===== src/rtl/irq_agg_pkg.sv =====
`timescale 1ns/1ps
package irq_agg_pkg;
  localparam int unsigned BUS_W = 32;

  // Word select, taken from address bits 3..2.
  typedef enum logic [1:0] {
    SEL_STATUS = 2'd0,
    SEL_MODE   = 2'd1,
    SEL_ENABLE = 2'd2,
    SEL_RAW    = 2'd3
  } reg_sel_e;
endpackage


===== src/rtl/irq_sync.sv =====
`timescale 1ns/1ps
module irq_sync #(
  parameter int unsigned WIDTH  = 15,
  parameter int unsigned STAGES = 2
) (
  input  logic             clk,
  input  logic             rst_n,
  input  logic [WIDTH-1:0] async_i,
  output logic [WIDTH-1:0] sync_o
);
  logic [STAGES-1:0][WIDTH-1:0] chain_q;

  always_ff @(posedge clk or negedge rst_n) begin
    if (!rst_n) begin
      chain_q <= '0;
    end else begin
      chain_q[0] <= async_i;
      for (int s = 1; s < STAGES; s++) begin
        chain_q[s] <= chain_q[s-1];
      end
    end
  end

  assign sync_o = chain_q[STAGES-1];
endmodule


===== src/rtl/irq_capture.sv =====
`timescale 1ns/1ps
module irq_capture #(
  parameter int unsigned N = 15
) (
  input  logic         clk,
  input  logic         rst_n,
  input  logic [N-1:0] sync_i,
  input  logic [N-1:0] mode_i,
  input  logic [N-1:0] clr_i,
  output logic [N-1:0] rise_o,
  output logic [N-1:0] stat_o
);
  logic [N-1:0] prev_q;
  logic [N-1:0] stat_q;
  logic [N-1:0] stat_d;

  always_ff @(posedge clk or negedge rst_n) begin
    if (!rst_n) prev_q <= '0;
    else        prev_q <= sync_i;
  end

  assign rise_o = sync_i & ~prev_q;

  // Per source: level mode tracks the line; edge mode is sticky, and a new
  // edge wins over a clear that lands in the same cycle.
  for (genvar i = 0; i < N; i++) begin : g_src
    assign stat_d[i] = mode_i[i] ? (rise_o[i] | (stat_q[i] & ~clr_i[i]))
                                 : sync_i[i];
  end

  always_ff @(posedge clk or negedge rst_n) begin
    if (!rst_n) stat_q <= '0;
    else        stat_q <= stat_d;
  end

  assign stat_o = stat_q;
endmodule


===== src/rtl/irq_regs.sv =====
`timescale 1ns/1ps
module irq_regs
  import irq_agg_pkg::*;
#(
  parameter int unsigned N      = 15,
  parameter int unsigned ADDR_W = 4
) (
  input  logic              clk,
  input  logic              rst_n,
  input  logic              bus_wr_en,
  input  logic [ADDR_W-1:0] bus_addr,
  input  logic [BUS_W-1:0]  bus_wdata,
  input  logic [N-1:0]      stat_i,
  input  logic [N-1:0]      raw_i,
  input  logic              summary_i,
  output logic [BUS_W-1:0]  bus_rdata,
  output logic [N-1:0]      mode_o,
  output logic [N:0]        en_o,
  output logic [N-1:0]      clr_o
);
  reg_sel_e     sel;
  logic [N-1:0] mode_q;
  logic [N:0]   en_q;

  assign sel   = reg_sel_e'(bus_addr[3:2]);
  assign clr_o = (bus_wr_en && sel == SEL_STATUS) ? bus_wdata[N-1:0] : '0;

  always_ff @(posedge clk or negedge rst_n) begin
    if (!rst_n) begin
      mode_q <= '0;
      en_q   <= '0;
    end else if (bus_wr_en) begin
      if (sel == SEL_MODE)   mode_q <= bus_wdata[N-1:0];
      if (sel == SEL_ENABLE) en_q   <= bus_wdata[N:0];
    end
  end

  always_comb begin
    bus_rdata = '0;
    unique case (sel)
      SEL_STATUS: begin
        bus_rdata[N-1:0] = stat_i;
        bus_rdata[N]     = summary_i;
      end
      SEL_MODE:   bus_rdata = '0;
      SEL_ENABLE: bus_rdata[N:0] = en_q;
      SEL_RAW:    bus_rdata[N-1:0] = raw_i;
      default:    bus_rdata = '0;
    endcase
  end

  assign mode_o = mode_q;
  assign en_o   = en_q;
endmodule


===== src/rtl/irq_aggregator.sv =====
`timescale 1ns/1ps
module irq_aggregator
  import irq_agg_pkg::*;
#(
  parameter int unsigned N_SRC       = 15,
  parameter int unsigned SYNC_STAGES = 2,
  parameter int unsigned ADDR_W      = 4
) (
  input  logic              clk,
  input  logic              rst_n,
  input  logic [N_SRC-1:0]  irq_req_i,
  input  logic              bus_wr_en,
  input  logic [ADDR_W-1:0] bus_addr,
  input  logic [BUS_W-1:0]  bus_wdata,
  output logic [BUS_W-1:0]  bus_rdata,
  output logic              irq_o
);
  logic [N_SRC-1:0] sync_q;
  logic [N_SRC-1:0] rise;
  logic [N_SRC-1:0] stat_q;
  logic [N_SRC-1:0] mode_q;
  logic [N_SRC:0]   en_q;
  logic [N_SRC-1:0] clr_mask;
  logic             pending;

  irq_sync #(.WIDTH(N_SRC), .STAGES(SYNC_STAGES)) u_sync (
    .clk(clk), .rst_n(rst_n), .async_i(irq_req_i), .sync_o(sync_q)
  );

  irq_capture #(.N(N_SRC)) u_cap (
    .clk(clk), .rst_n(rst_n), .sync_i(sync_q), .mode_i(mode_q),
    .clr_i(clr_mask), .rise_o(rise), .stat_o(stat_q)
  );

  irq_regs #(.N(N_SRC), .ADDR_W(ADDR_W)) u_regs (
    .clk(clk), .rst_n(rst_n), .bus_wr_en(bus_wr_en), .bus_addr(bus_addr),
    .bus_wdata(bus_wdata), .stat_i(stat_q), .raw_i(sync_q),
    .summary_i(pending), .bus_rdata(bus_rdata), .mode_o(mode_q),
    .en_o(en_q), .clr_o(clr_mask)
  );

  assign pending = |(stat_q & en_q[N_SRC-1:0]);
  assign irq_o   = en_q[N_SRC] & pending;
endmodule


===== config.mk =====
export PLATFORM = sky130hd
export DESIGN_NAME = irq_aggregator
export DESIGN_NICKNAME = d
export VERILOG_FILES = /design/src/rtl/irq_agg_pkg.sv /design/src/rtl/irq_sync.sv /design/src/rtl/irq_capture.sv /design/src/rtl/irq_regs.sv /design/src/rtl/irq_aggregator.sv
export SDC_FILE = /design/constraint.sdc
export NUM_CORES = 1
export LEC_CHECK = 0
export BUFFER_PORTS_ARGS = -buffer_cell sky130_fd_sc_hd__buf_2
export CORE_MARGIN = 3
export CORE_UTILIZATION = 48
export DETAILED_ROUTE_END_ITERATION = 6
export PLACE_DENSITY = 0.73
export SYNTH_ARGS = -nofsm -noshare
export SYNTH_HDL_FRONTEND = slang
export SYNTH_SLANG_ARGS = --single-unit

===== constraint.sdc =====
create_clock -name clk -period 1.85 [get_ports clk]
set_clock_uncertainty 0.1 [all_clocks]
set_input_delay 0.37 -clock clk [delete_from_list [all_inputs] [get_ports clk]]
set_output_delay 0.37 -clock clk [all_outputs]
set_load 0.1 [all_outputs]

### Word level (Yosys, flattened, before mapping)

Cells that the tools add are included.

| word-level totals | value |
|---|---|
| RAM bits | 0 |
| flip-flop bits (word level) | 91 |
| latch bits | 0 |
| bits of input ports | 54 |
| bits in read-only memories | 0 |
| output and inout port bits | 33 |
| memories kept | 0 |

| cells by class | value |
|---|---|
| multiply operators | 0 |
| reduce and logical (&&, ||, !) cells | 5 |
| magnitude comparators | 0 |
| muxes and demuxes | 18 |
| eq/ne operators | 3 |
| shifts and indexed selects | 0 |
| add/subtract/negate cells | 0 |
| div/mod/pow operators | 0 |
| bitwise operators | 49 |

Operators with widths:

| cell | count |
|---|---|
| $pmux W15 S4 | 1 |
| $and A15 B15 Y15 | 2 |
| $and A1 B1 Y1 | 16 |
| $mux W1 | 15 |
| $mux W15 | 1 |
| $not A1 Y1 | 15 |
| $not A15 Y15 | 1 |
| $or A1 B1 Y1 | 15 |
| $reduce_or A15 Y1 | 1 |
| $eq A2 B2 Y1 const B | 2 |
| $reduce_and A2 Y1 | 2 |
| $eq A2 B1 Y1 const B | 1 |
| $logic_not A2 Y1 | 1 |
| $pmux W1 S2 | 1 |
| $logic_and A1 B1 Y1 | 1 |

### Logic depth before layout (Yosys ltp)

| logic depth | value |
|---|---|
| depth in word-level cells | 7 |
| gate-level depth with buffers | 6 |

### Cells and area by module

A second synthesis with hierarchy kept.

| second synthesis, totals | value |
|---|---|
| cell total of the unflattened synthesis | 287 |
| area, all modules | 3915.0 sq um |

Modules (own cells, without submodules):

| module | area an instance (sq um) | times used | cells each |
|---|---|---|---|
| irq_regs | 1858.0 | 1 | 140 |
| irq_capture | 1109.8 | 1 | 90 |
| irq_sync | 863.3 | 1 | 45 |
| irq_aggregator | 83.8 | 1 | 12 |

### Least setup slack after synthesis

No wires, ideal clock.

| path | value |
|---|---|
| kind | in2out |
| from | input port bus_addr[3] |
| to | output port bus_rdata[0] |
| arrival | 2.993 ns |
| path slack | -1.613 ns |
| stages on the path | 4 |
| buffers on the path | 2 |
| required time | 1.380 ns |
| path through | buf_6 -> buf_2 -> mux2i_1 -> o21ai_0 |

| on the way | value |
|---|---|
| longest elaborated chain between the ends | 2 |

Ends and longest elaborated chain:

| what | RTL line | text |
|---|---|---|
| from (decl) | irq_aggregator.sv:13 | `input logic [ADDR_W-1:0] bus_addr,` |
| $eq A2 B2 Y1, or another cell as far along | irq_regs.sv:40 | `unique case (sel)` |
| $pmux W15 S4 * | irq_regs.sv:40 |  |
| to (decl) | irq_aggregator.sv:15 | `output logic [BUS_W-1:0] bus_rdata,` |

Every way passes the cells marked *; elsewhere a longest branch is shown, timed or not.

### Final worst setup path

| path | value |
|---|---|
| from | register u_cap.stat_q[2] (netlist: u_cap.stat_o[2]) |
| to | output port bus_rdata[15] |

| on the way | value |
|---|---|
| longest elaborated chain between the ends | 3 |

Ends and longest elaborated chain:

| what | RTL line | text |
|---|---|---|
| from (decl) | irq_capture.sv:14 | `logic [N-1:0] stat_q;` |
| from (signal assigned) | irq_capture.sv:33 | `else stat_q <= stat_d;` |
| $and A15 B15 Y15 | irq_aggregator.sv:42 | `assign pending = \|(stat_q & en_q[N_SRC-1:0]);` |
| $reduce_or A15 Y1 | irq_aggregator.sv:42 |  |
| $pmux W1 S2 | irq_regs.sv:40 |  |

Every way passes these cells.

==> results_dict.tcl <==
set metrics [dict create \
    final_area_um2 4950 \
    top_layer "met4" \
    dieWidth_um 91.53 \
    drcViolationCount 0 \
    start_util_pct 50.56 \
    clockBufferDepth 2 \
    fin_crit_ns 2.259 \
    synth_most_common_cell "dfrtp_1" \
    cpPeakStageDelay_ns 0.39 \
    num_antenna_cells 0 \
    critPathTopFamily "compound AO/OA/AOI/OAI gates" \
    cts_sinks 91 \
    critPathLaunchType "flop" \
    outcome "finished with violations" \
    critPathRequiredTime_ns 1.38 \
    fillers 456 \
    met1Wirelength_um 3188 \
    clock_latency_ns 0.36 \
    fmax_mhz 442.8 \
    ant_nets 0 \
    wl_met2_um 3843 \
    synth.largest_area_cell "dfrtp_1" \
    cap_violations 0 \
    initialDrtViolationCount 57 \
    worst_slack_ns -0.4085 \
    layout.nets 408 \
    io_pins 87 \
    grt_max_degree 35 \
    leakage_uw 0.002182 \
    yosysSeqAreaShare_pct 64.86 \
    coreArea_um2 6944 \
    grt.total_usage_pct 18.76 \
    synthTopCellsByArea "dfrtp_1 65%, mux2_2 9.9%, nand2_1 4.8%, a32o_1 4.3%, mux2i_1 4.3%" \
    yosysUniqueCellTypes 23 \
    path_class "flop to primary output" \
    routed-wl-met3_um 354 \
    dieArea_um2 8377 \
    yosysWarningCount 0 \
    crit_fanout 2 \
    dpl.hpwl_um 4976 \
    cp_cell_sequence "a22o_1 > a221oi_2 > and4_4 > a211oi_4 > buf_12" \
    grt_pass1_vias 2446 \
    synthArstFlopShare_pct 100.0 \
    cts_htree_levels 3 \
    place_area_um2 4449 \
    endpoint_kind "primary output" \
    fin_crit_sh_pct 122.1 \
    worstPathArrival_ns 1.79 \
    ys_top_cells_by_count "91 x dfrtp_1, 45 x nand2_1, 31 x mux2_2" \
    route.vias.total 2327 \
    grt_pass1_wl_um 11990 \
    rsz0062_at_grt "yes" \
    antenna_found_initial 0 \
    synth.cell_area_um2 3511 \
    synth_edf_count 0 \
    area_delta_synth_final_pct 40.98 \
    power_density_nw_per_um2 1083 \
    peakVddDrop_mv 0.7117 \
    grt_overflow 0 \
    gp_congestion 0.7895 \
    holdCritPathClass "primary input to flop" \
    drtPass1Iterations 4 \
    syn_inst 254 \
    final_util_pct 71.28 \
    final_layout_size_suffix_gt1_share_pct 46.52 \
    synthFlopType "dfrtp_1" \
    rows 30 \
    clockRootBuffer "clkbuf_8" \
    portBuffers 52 \
    slowest_stage "dfrtp_1" \
    clk_pin_slew_ns 0.09 \
    numCtsBuffers 9 \
    finalSetupViolCount 2 \
    violations "negative setup slack" \
    vias_per_cell 5.114 \
    maxSlewViolCount 0 \
    postSynthAreaPerCell_um2 13.82 \
    finalWirelength_um 7500 \
    wire_per_inst_um 16.48 \
    fp.dieH_um 91.53 \
    hold_viol 0 \
    path_buf_inv 1 \
    yosysTopAreaCellShare_pct 64.86 \
    synth_seq_cells 91 \
    tritoncts "done" \
]
placed cells by master (no fill, tap or decap), drive strengths merged:
master       count
a211oi           1
a221oi           3
a222oi           1
a22o             3
a32o            15
and2             1
and4             1
buf             86
clkbuf          13
clkinv           2
clkinvlp         1
conb            16
dfrtp           91
dlygate4sd3     13
inv              1
mux2            31
mux2i           15
nand2           45
nand3            1
nand3b           1
nor2             1
nor2b            1
nor3b            1
o21ai           15
stage by stage:
step | power, µW | setup TNS (ns) | hold WS [ns] | worst slack, ns | std cells
3_3_place_gp | 3906 | -0.2463 | 0.2329 | -0.1631 | 425
3_5_place_dp | 3943 | -0.2598 | 0.2347 | -0.1679 | 425
2_1_floorplan | 3406 | -0.7653 | -0.02559 | -0.2575 | 269
5_1_grt | 5592 | -0.9888 | -0.001418 | -0.4847 | 455
4_1_cts | 5285 | -0.7429 | 0.001320 | -0.3703 | 451
6_report | 5363 | -0.8033 | 0.01591 | -0.4085 | 455
final cells by class:
| type | instances | area, µm² | share of cell area (%) |
|---|---|---|---|
| multi-input cells | 152 | 1390 | 28.08 |
| clock inverters | 3 | 21.27 | 0.4297 |
| inverters | 1 | 3.754 | 0.07583 |
| clock buffers | 13 | 168.9 | 3.413 |
| well taps | 96 | 120.1 | 2.427 |
| flip-flops and latches | 91 | 2277 | 46.01 |
| repair buffers | 99 | 968.4 | 19.57 |
registers in the layout, indices dropped and copies added (netlist names):
| register | cells |
|---|---|
| u_sync.sync_o | 15 |
| u_regs.en_o | 16 |
| u_sync.chain_q | 15 |
| u_regs.mode_o | 15 |
| u_cap.prev_q | 15 |
| u_cap.stat_o | 15 |
cells by family after synthesis:
family / Yosys count / synth area share (%)
mux: 46 / 14.22
compound gates: 38 / 8.411
buf+inv: 26 / 5.488
flops: 91 / 64.86
other cells: 1 / 0.1068
simple gates: 52 / 6.914
repair_timing:
item                                    4_1_cts  5_1_grt
endpoints found under the setup margin        7       12
hold buffers                                  9        4
resized for setup                            14       18
endpoints found under the hold margin        39        4
pin swaps                                     3        5
setup buffers                                 1        3
report_power, final:
group | switching, µW | internal [µW] | leakage (µW)
combinational | 978 | 722 | 0.00102
clock | 666 | 599 | 0.0000956
sequential | 169 | 2230 | 0.00106
path summary, 6_finish.rpt:
| check | start | endpoint | slack, ns | cells after the start |
|---|---|---|---|---|
| worst max register to register | u_regs.en_o[6] | u_regs.en_o[6] | 0.84 | 2 |
| worst max-delay path | u_cap.stat_o[2] | bus_rdata[15] | -0.41 | 5 |
| worst min-delay path | irq_req_i[4] | u_sync.chain_q[4] | 0.02 | 1 |
| min in group asynchronous | rst_n | u_regs.en_o[0] | 0.41 | 2 |
| worst min register to register | u_sync.chain_q[1] | u_sync.sync_o[1] | 0.25 | 0 |
| max in group asynchronous | rst_n | u_regs.en_o[5] | 0.71 | 3 |
metal layers:
layer	track usage [%]	vias up
met5	0	-
met4	5.276	0
met3	6.048	11
met2	32.20	73
met1	22.59	1166
li1	-	1077
No activity file was read; power rests on OpenSTA's default activity.
